**src/rtl/bx_pkg.sv**
```systemverilog
package bx_pkg;
  localparam int BX_BYTE_W = 8;
  localparam int BX_HALF_W = 16;

  typedef enum logic {
    ORD_NATURAL    = 1'b0,
    ORD_INTERLEAVE = 1'b1
  } bx_order_e;
endpackage

```
**src/rtl/bx_lane_sext.sv**
```systemverilog
module bx_lane_sext #(
  parameter int IN_W  = 8,
  parameter int OUT_W = 16
) (
  input  logic [IN_W-1:0]  lane_in,
  output logic [OUT_W-1:0] lane_out
);
  localparam int EXT_W = OUT_W - IN_W;

  // Replicate the sign bit; the sample value is left unscaled.
  assign lane_out = {{EXT_W{lane_in[IN_W-1]}}, lane_in};
endmodule

```
**src/rtl/bx_pair_router.sv**
```systemverilog
module bx_pair_router
  import bx_pkg::*;
#(
  parameter int LANES  = 4,
  parameter int HALF_W = 16
) (
  input  logic [LANES*HALF_W-1:0] halves,
  input  bx_order_e               order_sel,
  input  logic                    swap_words,
  output logic [LANES*HALF_W-1:0] words
);
  localparam int N_WORDS = LANES / 2;
  localparam int WORD_W  = 2 * HALF_W;

  logic [N_WORDS-1:0][WORD_W-1:0] paired;

  genvar w;
  generate
    for (w = 0; w < N_WORDS; w++) begin : g_pair
      logic [WORD_W-1:0] nat_word;
      logic [WORD_W-1:0] ilv_word;
      // Natural: neighbouring lanes 2w and 2w+1.
      assign nat_word = {halves[(2*w+1)*HALF_W +: HALF_W], halves[(2*w)*HALF_W +: HALF_W]};
      // Interleaved: lane w with lane w + N_WORDS.
      assign ilv_word = {halves[(w+N_WORDS)*HALF_W +: HALF_W], halves[w*HALF_W +: HALF_W]};
      assign paired[w] = (order_sel == ORD_INTERLEAVE) ? ilv_word : nat_word;
    end

    for (w = 0; w < N_WORDS; w++) begin : g_swap
      assign words[w*WORD_W +: WORD_W] = swap_words ? paired[N_WORDS-1-w] : paired[w];
    end
  endgenerate
endmodule

```
**src/rtl/bx_out_stage.sv**
```systemverilog
module bx_out_stage #(
  parameter int DATA_W = 64
) (
  input  logic              clk,
  input  logic              rst_n,
  input  logic              up_valid,
  output logic              up_ready,
  input  logic [DATA_W-1:0] up_data,
  output logic              dn_valid,
  input  logic              dn_ready,
  output logic [DATA_W-1:0] dn_data
);
  logic              valid_q, valid_d;
  logic [DATA_W-1:0] data_q, data_d;
  logic              load_en;

  assign up_ready = !valid_q || dn_ready;
  assign load_en  = up_valid && up_ready;

  always_comb begin
    valid_d = valid_q;
    data_d  = data_q;
    if (load_en) begin
      valid_d = 1'b1;
      data_d  = up_data;
    end else if (dn_ready) begin
      valid_d = 1'b0;
    end
  end

  always_ff @(posedge clk or negedge rst_n) begin
    if (!rst_n) begin
      valid_q <= 1'b0;
      data_q  <= '0;
    end else begin
      valid_q <= valid_d;
      if (load_en) begin
        data_q <= data_d;
      end
    end
  end

  assign dn_valid = valid_q;
  assign dn_data  = data_q;

  AST_HOLD_ON_STALL: assert property (@(posedge clk) disable iff (!rst_n)
    dn_valid && !dn_ready |=> dn_valid && $stable(dn_data)) else $error("stall hold");

  AST_ONE_CYCLE_LATENCY: assert property (@(posedge clk) disable iff (!rst_n)
    up_valid && up_ready |=> dn_valid) else $error("latency");

  AST_DRAIN_CLEARS: assert property (@(posedge clk) disable iff (!rst_n)
    dn_valid && dn_ready && !up_valid |=> !dn_valid) else $error("drain");

  AST_NO_SPURIOUS: assert property (@(posedge clk) disable iff (!rst_n)
    !dn_valid && !up_valid |=> !dn_valid) else $error("spurious beat");
endmodule

```
**src/rtl/bx_expander.sv**
```systemverilog
module bx_expander
  import bx_pkg::*;
#(
  parameter int LANES = 4
) (
  input  logic                          clk,
  input  logic                          rst_n,
  input  logic                          in_valid,
  output logic                          in_ready,
  input  logic [LANES*BX_BYTE_W-1:0]    in_word,
  input  logic                          in_reorder,
  input  logic                          in_big_endian,
  output logic                          out_valid,
  input  logic                          out_ready,
  output logic [LANES*BX_HALF_W-1:0]    out_data
);
  localparam int IN_W  = LANES * BX_BYTE_W;
  localparam int OUT_W = LANES * BX_HALF_W;

  logic [OUT_W-1:0] halves;
  logic [OUT_W-1:0] routed;

  genvar g;
  generate
    for (g = 0; g < LANES; g++) begin : g_lane
      bx_lane_sext #(
        .IN_W  (BX_BYTE_W),
        .OUT_W (BX_HALF_W)
      ) u_sext (
        .lane_in  (in_word[g*BX_BYTE_W +: BX_BYTE_W]),
        .lane_out (halves[g*BX_HALF_W +: BX_HALF_W])
      );
    end
  endgenerate

  bx_pair_router #(
    .LANES  (LANES),
    .HALF_W (BX_HALF_W)
  ) u_router (
    .halves     (halves),
    .order_sel  (bx_order_e'(in_reorder)),
    .swap_words (in_big_endian),
    .words      (routed)
  );

  bx_out_stage #(
    .DATA_W (OUT_W)
  ) u_stage (
    .clk      (clk),
    .rst_n    (rst_n),
    .up_valid (in_valid),
    .up_ready (in_ready),
    .up_data  (routed),
    .dn_valid (out_valid),
    .dn_ready (out_ready),
    .dn_data  (out_data)
  );

  AST_LOW_LANE_SEXT: assert property (@(posedge clk) disable iff (!rst_n)
    in_valid && in_ready && !in_big_endian |=>
      out_data[BX_HALF_W-1:0] == {{(BX_HALF_W-BX_BYTE_W){$past(in_word[BX_BYTE_W-1])}},
                                  $past(in_word[BX_BYTE_W-1:0])}) else $error("lane0");

  initial begin
    AST_WIDTH_OK: assert (IN_W * 2 == OUT_W && LANES % 2 == 0) else $error("widths");
  end
endmodule

```
**config.mk**
```make
export PLATFORM = sky130hd
export DESIGN_NAME = bx_expander
export DESIGN_NICKNAME = d
export VERILOG_FILES = /design/src/rtl/bx_pkg.sv /design/src/rtl/bx_lane_sext.sv /design/src/rtl/bx_pair_router.sv /design/src/rtl/bx_out_stage.sv /design/src/rtl/bx_expander.sv
export SDC_FILE = /design/constraint.sdc
export NUM_CORES = 1
export LEC_CHECK = 0
export BUFFER_PORTS_ARGS = -buffer_cell sky130_fd_sc_hd__buf_4
export CAP_MARGIN = 20
export CORE_AREA = 4 4 81 68
export DETAILED_ROUTE_END_ITERATION = 6
export DIE_AREA = 0 0 85 72
export HOLD_SLACK_MARGIN = 0.08
export PLACE_DENSITY = 0.87
export REMOVE_ABC_BUFFERS = 1
export SLEW_MARGIN = 20
export SYNTH_ARGS = -nofsm -noshare
export SYNTH_HDL_FRONTEND = slang
export SYNTH_SLANG_ARGS = --single-unit
```
**constraint.sdc**
```tcl
create_clock -name clk -period 1.6 [get_ports clk]
set_input_delay 0.08 -clock clk [delete_from_list [all_inputs] [get_ports clk]]
set_output_delay 0.08 -clock clk [all_outputs]
set_load 0.005 [all_outputs]
```
# Yosys cells after proc, flatten, opt, wreduce, memory -nomap -nowiden
# Cells that the tools add are included.
[word_totals]
register_bits = 65
inputBits = 38
output_inout_bits = 66
wordCells = 12
[classes]
n_mux = 6
reduce_logical = 4
[ops]
columns = ["operator", "n"]
rows = [
  ["32-bit 2-to-1 mux", 3],
  ["16-bit 2-to-1 mux", 1],
  ["1-bit 2-to-1 mux", 2],
  ["2-bit nonzero test", 1],
  ["1-bit logical AND", 1],
  ["1-bit zero test", 1],
  ["1-bit logical OR", 1],
]

# Longest topological paths before layout
# Gate-level depths: netlist (run 1).
[logic_depth]
depth_word = 4
ltp_mapped = 5
ltp_nobuf = 3

# Cells and area by module
# From an unflattened synthesis (run 1), not the netlist that was laid out.
[unflattened]
cells_unflattened = 343
hier_area_um2 = 4367.9
[by_module_without_submodules]
columns = ["module", "n_inst", "cells_each", "area_each_um2", "seq_area_each_um2"]
rows = [
  ["bx_out_stage", 1, 138, 2671.3, 1626.6],
  ["bx_pair_router", 1, 141, 1216.2, 0.0],
  ["bx_lane_sext", 4, 16, 120.1, 0.0],
]

# Worst setup path after synthesis (run 1)
# No wires, ideal clock.
[synth_timing]
path_type = "register -> register"
startpoint = "register u_stage.valid_q (netlist: u_stage.dn_valid)"
endpoint = "register u_stage.data_q[18] (netlist: u_stage.dn_data[18])"
setup_time_ns = 0.125
arrival_time_ns = 1.167
t_required_ns = 1.475
setup_slack_ns = 0.308
path_stages_with_launch = 5
path_cell_list = "dfrtp_1 > nand2b_1 > nand2_1 > buf_2 > mux2_2"
[synth_between]
elab_chain_len = 3
[synth_lines]
columns = ["item", "line", "text"]
rows = [
  ["from (decl)", "bx_out_stage.sv:13", "logic valid_q, valid_d;"],
  ["from (signal assigned)", "bx_out_stage.sv:36", "valid_q <= valid_d;"],
  ["1-bit zero test", "bx_out_stage.sv:17", "assign up_ready = !valid_q || dn_ready;"],
  ["1-bit logical OR", "bx_out_stage.sv:17", ""],
  ["via in_ready", "bx_expander.sv:9", "output logic in_ready,"],
  ["1-bit logical AND", "bx_out_stage.sv:18", "assign load_en = up_valid && up_ready;"],
  ["to (signal assigned)", "bx_out_stage.sv:38", "data_q <= data_d;"],
  ["to (decl)", "bx_out_stage.sv:14", "logic [DATA_W-1:0] data_q, data_d;"],
]
# The timed path passes the listed nets, and every way through them passes these cells.
# A chain may end at the register's enable or synchronous reset.

# Worst setup path in the final report (run 1)
[layout_timing]
startpoint = "input port in_valid"
endpoint = "register u_stage.data_q[38] (netlist: u_stage.dn_data[38])"
[layout_between]
elab_chain_len = 1
[layout_lines]
columns = ["item", "line", "text"]
rows = [
  ["from (decl)", "bx_expander.sv:8", "input logic in_valid,"],
  ["1-bit logical AND", "bx_out_stage.sv:18", ""],
]
# No other way between the ends.

==> flow_metrics.tcl, run 1 <==
set metrics [dict create \
    grt_usage_pct 15.1 \
    dp_hpwl_mm 3.34 \
    path_cells "dlygate4sd3_1, buf_4, nand2_2, buf_12, mux2_2" \
    fill_cells 415 \
    cts_buffers 5 \
    fin_area_um2 2770 \
    power.density_nw_per_um2 964 \
    p_comb_share_pct 35.3 \
    synth.distinct_cells 13 \
    power_mw 2.67 \
    grt_overflow 0 \
    remaining_drc_errors 0 \
    cp.required_ns 1.76 \
    crit_buf_inv 3 \
    leakage_nw 1.47 \
    intPower_mw 1.94 \
    seq_area_frac_synth_pct 39.3 \
    worst-setup-path-type "in -> reg" \
    avgSynthCellArea_um2 12.1 \
    switching_share_pct 27.3 \
    worst_pin_slew_ns 0.473 \
    grt_max_degree 34 \
    outcome "finished clean" \
    critPathTopFamily "buffers and inverters" \
    clkSinkCount 33 \
    antenna_found_initial 0 \
    post_dp_cell_area_um2 2670 \
    area_delta_synth_final_pct 32.0 \
    antenna_cells 0 \
    critPathMaxStageDelay_ns 0.55 \
    mostFrequentLayoutCells "103 x buf_4, 38 x mux2_2, 33 x dfrtp_1" \
    final_common_cell "buf_4" \
    insertion_delay_ns 0.27 \
    fmax_mhz 777 \
    netlist_area_um2 2100 \
    vdd_drop_max_mv 0.506 \
    ctsHtreeMaxLevel 2 \
    cts-root-buf "clkbuf_8" \
    ctsResizeCount 0 \
    pwr-share-seq_pct 41.2 \
    rsz0062_at_grt "false" \
    finalCriticalPeriod_ns 1.29 \
    portBuffers 103 \
    crit_path_top_delay_cell "dlygate4sd3_1" \
    max_cap_violations 0 \
    place.gp.congestion 0.717 \
    pwr-share-clk_pct 23.5 \
    dieArea_um2 6120 \
    crit_path_max_fanout 32 \
    antenna_left 0 \
    min_period_over_period_pct 80.5 \
    drt_iter0_markers 24 \
    grt_pass1_vias 1541 \
    vias_per_cell 4.73 \
    hold_path.class "in -> reg" \
    finalSetupViolCount 0 \
    cts_buffer_depth 2 \
    switchingPower_mw 0.731 \
    clkTransAtPathRegs_ns 0.06 \
    placement.setup.worst_slack_ns 0.225 \
    crit_path_start_kind "primary input" \
    synth-seq-cells 33 \
    fin_worst_skew_ns 0.00241 \
    synth-warning-count 0 \
    fp.coreArea_um2 4810 \
    grt_pass1_wl_mm 7.34 \
    drtPass1Iterations 4 \
    die_h_um 72 \
    hold_violations 0 \
    wirelength_mm 4.49 \
    holdWs_ns 0.0980 \
    routedWlPerCell_um 14.6 \
    num-nets-final 284 \
    slew_headroom_pct 68.5 \
    die_w_um 85 \
    start_util_pct 43.7 \
    fin_ws_ns 0.312 \
    crit_arrival_ns 1.45 \
    vias 1458 \
    cp-end-kind "register" \
    cts_tree "done" \
    slew_viol_final 0 \
    synthCells 174 \
    fin_util_pct 57.7 \
    io_pins 104 \
    layout-drive-gt1-share_pct 64.2 \
    rows 23 \
]
[power groups by stage]
stage | Sequential (mW) | Clock [mW] | Combinational, mW
2_1_floorplan | 1.15 | 0 | 0.285
3_5_place_dp | 1.12 | 0 | 0.961
5_1_grt | 1.13 | 0.701 | 1.03
6_report | 1.10 | 0.628 | 0.944
4_1_cts | 1.11 | 0.659 | 0.966
3_3_place_gp | 1.11 | 0 | 0.937
[flip-flops by register name, summed over array words and instances, names as in the netlist]
| register | count |
|---|---|
| u_stage.dn_data | 32 |
| u_stage.dn_valid | 1 |
[tightest hold or removal path: cells and delay by family]
kind | cells | cell delay (ns)
buffers and inverters | 1 | 0.08
multiplexers | 2 | 0.16
[timing repair]
item                                    CTS  global route
endpoints found under the setup margin    0             0
setup buffers                             0             0
endpoints found under the hold margin    34             0
hold buffers                              2             0
[synthesized netlist by cell type]
cell | number | share of area, %
a21oi_1 | 1 | 0.24
buf_12 | 1 | 0.95
buf_2 | 7 | 1.7
buf_4 | 32 | 11
buf_6 | 1 | 0.54
dfrtp_1 | 33 | 39
inv_1 | 16 | 2.9
mux2_2 | 38 | 20
mux2_4 | 9 | 6.4
mux2i_1 | 32 | 15
nand2_1 | 1 | 0.18
nand2b_1 | 2 | 0.60
nor2_1 | 1 | 0.18
[cell families after synthesis]
kind of cell	share of synthesized area (%)
muxes	42.0
DFF	39.3
buffers and inverters	17.5
and+or+nand+nor	0.953
AOI/OAI and AO/OA	0.238
[metrics by stage]
step | setup TNS [ns] | std cells
6_report | 0 | 308
3_5_place_dp | 0 | 299
3_3_place_gp | 0 | 299
2_1_floorplan | -4.31 | 133
5_1_grt | 0 | 308
4_1_cts | 0 | 308
[worst paths after layout]
kind	from	endpoint	slack, ns	cells past startpoint
worst max-delay path	in_valid	u_stage.dn_data[38]	0.31	5
worst min-delay path	in_word[3]	u_stage.dn_data[3]	0.1	3
worst max register to register	u_stage.dn_valid	u_stage.dn_data[38]	0.32	4
worst min register to register	u_stage.dn_data[34]	u_stage.dn_data[34]	0.51	1
max in group asynchronous	rst_n	u_stage.dn_data[35]	0.99	2
min in group asynchronous	rst_n	u_stage.dn_data[51]	0.29	2
[routing by layer]
layer  GRT usage, %  wire (um)  vias to the layer above
li1               -          -                      692
met5              0          0                        -
met4           4.22         38                        0
met2           25.3       2200                       70
met1           18.7       1840                      691
met3           4.99        414                        5
[layout make-up]
cell class                      count  area [um2]  area share [%]
Inverter                           16        60.1            2.17
Tap cell                           62        77.6            2.80
Multi-Input combinational cell     84         911            32.8
Clock buffer                        7        86.3            3.11
Sequential cell                    33         826            29.8
Timing Repair Buffer              106         813            29.3
Power figures use the tool's default switching activity.
==> inputs of run 2 (changes only) <==
==> constraint.sdc (replaced) <==
create_clock -name clk -period 1.3 [get_ports clk]
set_input_delay 0.065 -clock clk [delete_from_list [all_inputs] [get_ports clk]]
set_output_delay 0.065 -clock clk [all_outputs]
set_load 0.005 [all_outputs]
==> run 2 against run 1 <==
First-iteration DRC count increased by 67%; largest cell class is now buffers; sequential share of layout area shrank 1.1 points; sequential power rose by 23%; clock power increased by 16%; combinational power rose by 27%; critical endpoint is now u_stage.dn_data[15]; clock skew hardly changed; wire length about the same; via count grew 2.7%.
==> flow_metrics.tcl, run 2 (synthesis results as in run 1) <==
set metrics [dict create \
    cts_buffer_depth 2 \
    vias 1498 \
    min_to "u_stage.dn_data[51]" \
    fmax_mhz 800 \
    final_common_cell "buf_4" \
    cts_tree "done" \
    mostFrequentLayoutCells "104 x buf_4, 38 x mux2_2, 33 x dfrtp_1" \
    leakage_nw 1.52 \
    top_usage_layer "met2" \
    multiInputGateArea_um2 916 \
    remaining_drc_errors 0 \
    worst-setup-path-type "reg -> reg" \
    clkSinkCount 33 \
    holdWs_ns 0.0904 \
    slew_viol_final 0 \
    portBuffers 103 \
    drtPass1Iterations 3 \
    antenna_cells 0 \
    place.gp.congestion 0.761 \
    worstRegToRegCells 4 \
    met1_usage_pct 18.0 \
    grt_max_degree 34 \
    min_period_over_period_pct 96.1 \
    antenna_found_initial 0 \
    clkTransAtPathRegs_ns 0.07 \
    worst_pin_slew_ns 0.439 \
    vdd_drop_max_mv 0.747 \
    insertion_delay_ns 0.28 \
    antenna_left 0 \
    drt_iter0_markers 40 \
    cts-root-buf "clkbuf_8" \
    ctsHtreeMaxLevel 2 \
    grt_pass1_wl_mm 7.05 \
    crit_path_max_fanout 10 \
    cp.required_ns 1.47 \
    grt_pass1_vias 1504 \
    max_cap_violations 0 \
    regToRegStartpoint "u_stage.dn_valid" \
    grt_usage_pct 14.4 \
    rsz0062_at_grt "false" \
    finalCriticalPeriod_ns 1.25 \
    crit_start "u_stage.dn_valid" \
    fin_worst_skew_ns 0.00262 \
    rows 23 \
    r2r_setup_slack_ns 0.05 \
    num-nets-final 293 \
    io_pins 104 \
    outcome "finished clean" \
    dp_hpwl_mm 3.20 \
    grt_overflow 0 \
    die_h_um 72 \
    fp.coreArea_um2 4810 \
    tns_ns 0 \
    cp-end-kind "register" \
    final_cells 318 \
    vias_per_cell 4.71 \
    largest_register_ff_count 32 \
    hold_path.class "in -> reg" \
    min_path_cells 3 \
    timing.rr.end "u_stage.dn_data[15]" \
    die_w_um 85 \
    crit_path_start_kind "register" \
    crit_arrival_ns 1.42 \
    use_met3_pct 5.79 \
    fill_cells 389 \
    placed_cells 301 \
    cts_setup_buffers 0 \
    layout-drive-gt1-share_pct 62.5 \
    start_util_pct 43.7 \
    power.density_nw_per_um2 1140 \
    hold_violations 0 \
    grt_use_met2_pct 23.0 \
    slew_headroom_pct 70.7 \
    min-delay-start "in_word[27]" \
    finalSetupViolCount 0 \
    routedWlPerCell_um 14.1 \
    dieArea_um2 6120 \
    wirelength_mm 4.48 \
    area_delta_synth_final_pct 37.3 \
    cts_buffers 5 \
    power_mw 3.28 \
    regArea_um2 826 \
]
==> run 2: cell type report <==
type / count / share of cell area, %
well taps: 62 / 2.69
clock buffers: 8 / 2.78
multi-input cells: 84 / 31.7
inverters: 16 / 2.08
repair buffers: 115 / 32.1
flip-flops and latches: 33 / 28.6
==> run 2: worst max-delay path: stages, from the launching register on <==
cell,delay [ns]
dfrtp_1,0.35
nand2b_1,0.12
nand2_4,0.15
clkbuf_16,0.19
mux2_2,0.33
==> run 2: worst max path at each step <==
stage                          endpoint  cells past startpoint
finish              u_stage.dn_data[15]                      4
global placement    u_stage.dn_data[32]                      4
detailed placement  u_stage.dn_data[32]                      4
CTS                 u_stage.dn_data[47]                      4
global route        u_stage.dn_data[15]                      4
floorplan           u_stage.dn_data[15]                      3
==> run 2: timing repair <==
action                                 4_1_cts  5_1_grt
endpoints found under the hold margin       40        0
setup endpoints to repair                    0        4
gates resized for setup                      0        1
hold buffers                                 8        0
==> run 2: per-layer routing <==
layer | routed length (um) | part of all wire (%) | vias up
met1 | 1870 | 42 | 712
met2 | 2120 | 47 | 68
li1 | - | - | 716
met5 | 0 | 0 | -
met3 | 473 | 11 | 2
met4 | 23 | 0.51 | 0
==> run 2: metrics by stage <==
stage	setup WS, ns	instance area (um2)	util, %
CTS	0.0420	2860	59.4
global route	0.00249	2890	60.0
global placement	-0.0389	2700	56.1
finish	0.0504	2890	60.0
floorplan	-0.523	1790	-
detailed placement	-0.0601	2700	56.1
==> run 2: where the power goes <==
group	total, mW	internal [mW]	switching [mW]
clock network	0.728	0.380	0.348
registers	1.35	1.21	0.141
logic	1.20	0.790	0.411
total	3.28	2.38	0.900
==> inputs of run 3 (changes only) <==
--- a/config.mk
+++ b/config.mk
@@ -7,11 +7,12 @@
 export LEC_CHECK = 0
 export BUFFER_PORTS_ARGS = -buffer_cell sky130_fd_sc_hd__buf_4
 export CAP_MARGIN = 20
-export CORE_AREA = 4 4 81 68
+export CORE_AREA = 4 4 87 72
 export DETAILED_ROUTE_END_ITERATION = 6
-export DIE_AREA = 0 0 85 72
+export DIE_AREA = 0 0 91 76
+export GPL_ROUTABILITY_DRIVEN = 0
 export HOLD_SLACK_MARGIN = 0.08
-export PLACE_DENSITY = 0.87
+export PLACE_DENSITY = 0.79
 export REMOVE_ABC_BUFFERS = 1
 export SLEW_MARGIN = 20
 export SYNTH_ARGS = -nofsm -noshare
==> run 3 against run 2 <==
Hold slack worse by 0.0021 ns; die area grew 13%; register-to-register slack about the same; critical endpoint is now u_stage.dn_data[34]; flip-flop and latch count did not move; non-clock buffer count is 3 higher; cell area is 0.13% lower; sequential power about the same; wire length increased by 4.0%; combinational power is essentially flat; largest power group unchanged; global-route usage is 1.5 points lower; first-iteration DRC count is 65% lower; sequential share of layout area is essentially flat.
==> flow_metrics.tcl, run 3 (synthesis results as in run 1) <==
set metrics [dict create \
    outcome "finished clean" \
    cts_buffers 5 \
    io_pins 104 \
    top_usage_layer "met2" \
    fmax_mhz 799 \
    slew_headroom_pct 69.3 \
    dieArea_um2 6920 \
    clkTransAtPathRegs_ns 0.07 \
    hold_violations 0 \
    ctsHtreeMaxLevel 2 \
    fin_worst_skew_ns 0.00391 \
    worst-setup-path-type "reg -> reg" \
    rows 24 \
    vias_per_cell 4.63 \
    fp.coreArea_um2 5410 \
    routedWlPerCell_um 14.4 \
    crit_arrival_ns 1.41 \
    placed_cells 304 \
    mostFrequentLayoutCells "111 x buf_4, 38 x mux2_2, 33 x dfrtp_1" \
    cp.required_ns 1.46 \
    min_period_over_period_pct 96.3 \
    antenna_found_initial 0 \
    max_cap_violations 0 \
    use_met3_pct 6.12 \
    largest_register_ff_count 32 \
    finalCriticalPeriod_ns 1.25 \
    worst_pin_slew_ns 0.460 \
    met1_usage_pct 15.9 \
    cts-root-buf "clkbuf_8" \
    cts_buffer_depth 2 \
    antenna_cells 0 \
    cp-end-kind "register" \
    placement.setup.worst_slack_ns -0.0749 \
    grt_pass1_wl_mm 7.25 \
    crit_buf_inv 1 \
    crit_path_max_fanout 16 \
    slew_viol_final 0 \
    layout-drive-gt1-share_pct 64.1 \
    final_common_cell "buf_4" \
    remaining_drc_errors 0 \
    power.density_nw_per_um2 1140 \
    grt_max_degree 34 \
    drt_iter0_markers 14 \
    crit_path_top_delay_cell "dfrtp_1" \
    critPathTopFamily "flip-flops" \
    grt_overflow 0 \
    critPathMaxStageDelay_ns 0.36 \
    die_w_um 91 \
    rsz0062_at_grt "false" \
    finalSetupViolCount 0 \
    vias 1501 \
    area_delta_synth_final_pct 37.2 \
    num-nets-final 296 \
    wirelength_mm 4.66 \
    hold_path.class "in -> reg" \
    insertion_delay_ns 0.27 \
    grt_pass1_vias 1453 \
    fin_ws_ns 0.0486 \
    drtPass1Iterations 2 \
    portBuffers 103 \
    antenna_left 0 \
    tns_ns 0 \
    cts_tree "done" \
    dp_hpwl_mm 3.48 \
    path_cells "nand2b_1, nand2_2, buf_12, mux2_2" \
    start_util_pct 38.9 \
    die_h_um 76 \
    clkSinkCount 33 \
    grt_use_met2_pct 20.7 \
    grt_usage_pct 12.9 \
    vdd_drop_max_mv 0.690 \
    leakage_nw 1.53 \
    final_cells 324 \
    crit_path_start_kind "register" \
]
==> run 3: cell count changes in the layout (fill, tap and decap cells not counted), sizes merged <==
cell / change
clkbuf: -1
buf: +7
dlygate4sd3: -3
==> run 3: timing repair <==
action / in CTS / in global routing
hold buffers: 5 / 0
resized for setup: 0 / 0
hold endpoints to repair: 37 / 0
buffers inserted: 0 / 7
endpoints found under the setup margin: 0 / 7
==> run 3: worst reg2reg max path, stage by stage (launching register included) <==
cell	delay (ns)
dfrtp_1	0.36
nand2b_1	0.11
nand2_2	0.14
buf_12	0.17
mux2_2	0.36
==> run 3: final timing paths <==
path	start	end	slack, ns	depth (start not counted)
worst max-delay path	u_stage.dn_valid	u_stage.dn_data[34]	0.05	4
max in group asynchronous	rst_n	u_stage.dn_data[34]	0.70	2
worst max register to register	u_stage.dn_valid	u_stage.dn_data[34]	0.05	4
min in group asynchronous	rst_n	u_stage.dn_data[5]	0.29	2
worst min-delay path	in_word[6]	u_stage.dn_data[6]	0.09	3
worst min register to register	u_stage.dn_data[16]	u_stage.dn_data[16]	0.50	1
==> run 3: area by class of cell <==
type                            count  area [um2]
Sequential cell                    33         826
Multi-Input combinational cell     84         911
Tap cell                           65        81.3
Timing Repair Buffer              118         923
Clock buffer                        8        80.1
Fill cell                         492        2520
Inverter                           16        60.1
==> run 3: layer usage <==
metal | vias up | routed length [um]
li1 | 722 | -
met3 | 5 | 519
met1 | 699 | 2040
met5 | - | 0
met4 | 0 | 26
met2 | 75 | 2080
==> run 3: power by group <==
part           internal, mW  switching, mW
sequential             1.21          0.146
clock                 0.380          0.351
combinational         0.792          0.415
==> run 3: per-stage QoR <==
step	cell area [um2]	util [%]	power (mW)	hold slack, ns
2_1_floorplan	1790	-	1.76	-0.231
3_3_place_gp	2700	49.9	2.54	0.0454
3_5_place_dp	2700	49.9	2.57	0.0449
4_1_cts	2830	52.3	3.33	0.0833
5_1_grt	2880	53.3	3.51	0.0952
6_report	2880	53.3	3.30	0.0883
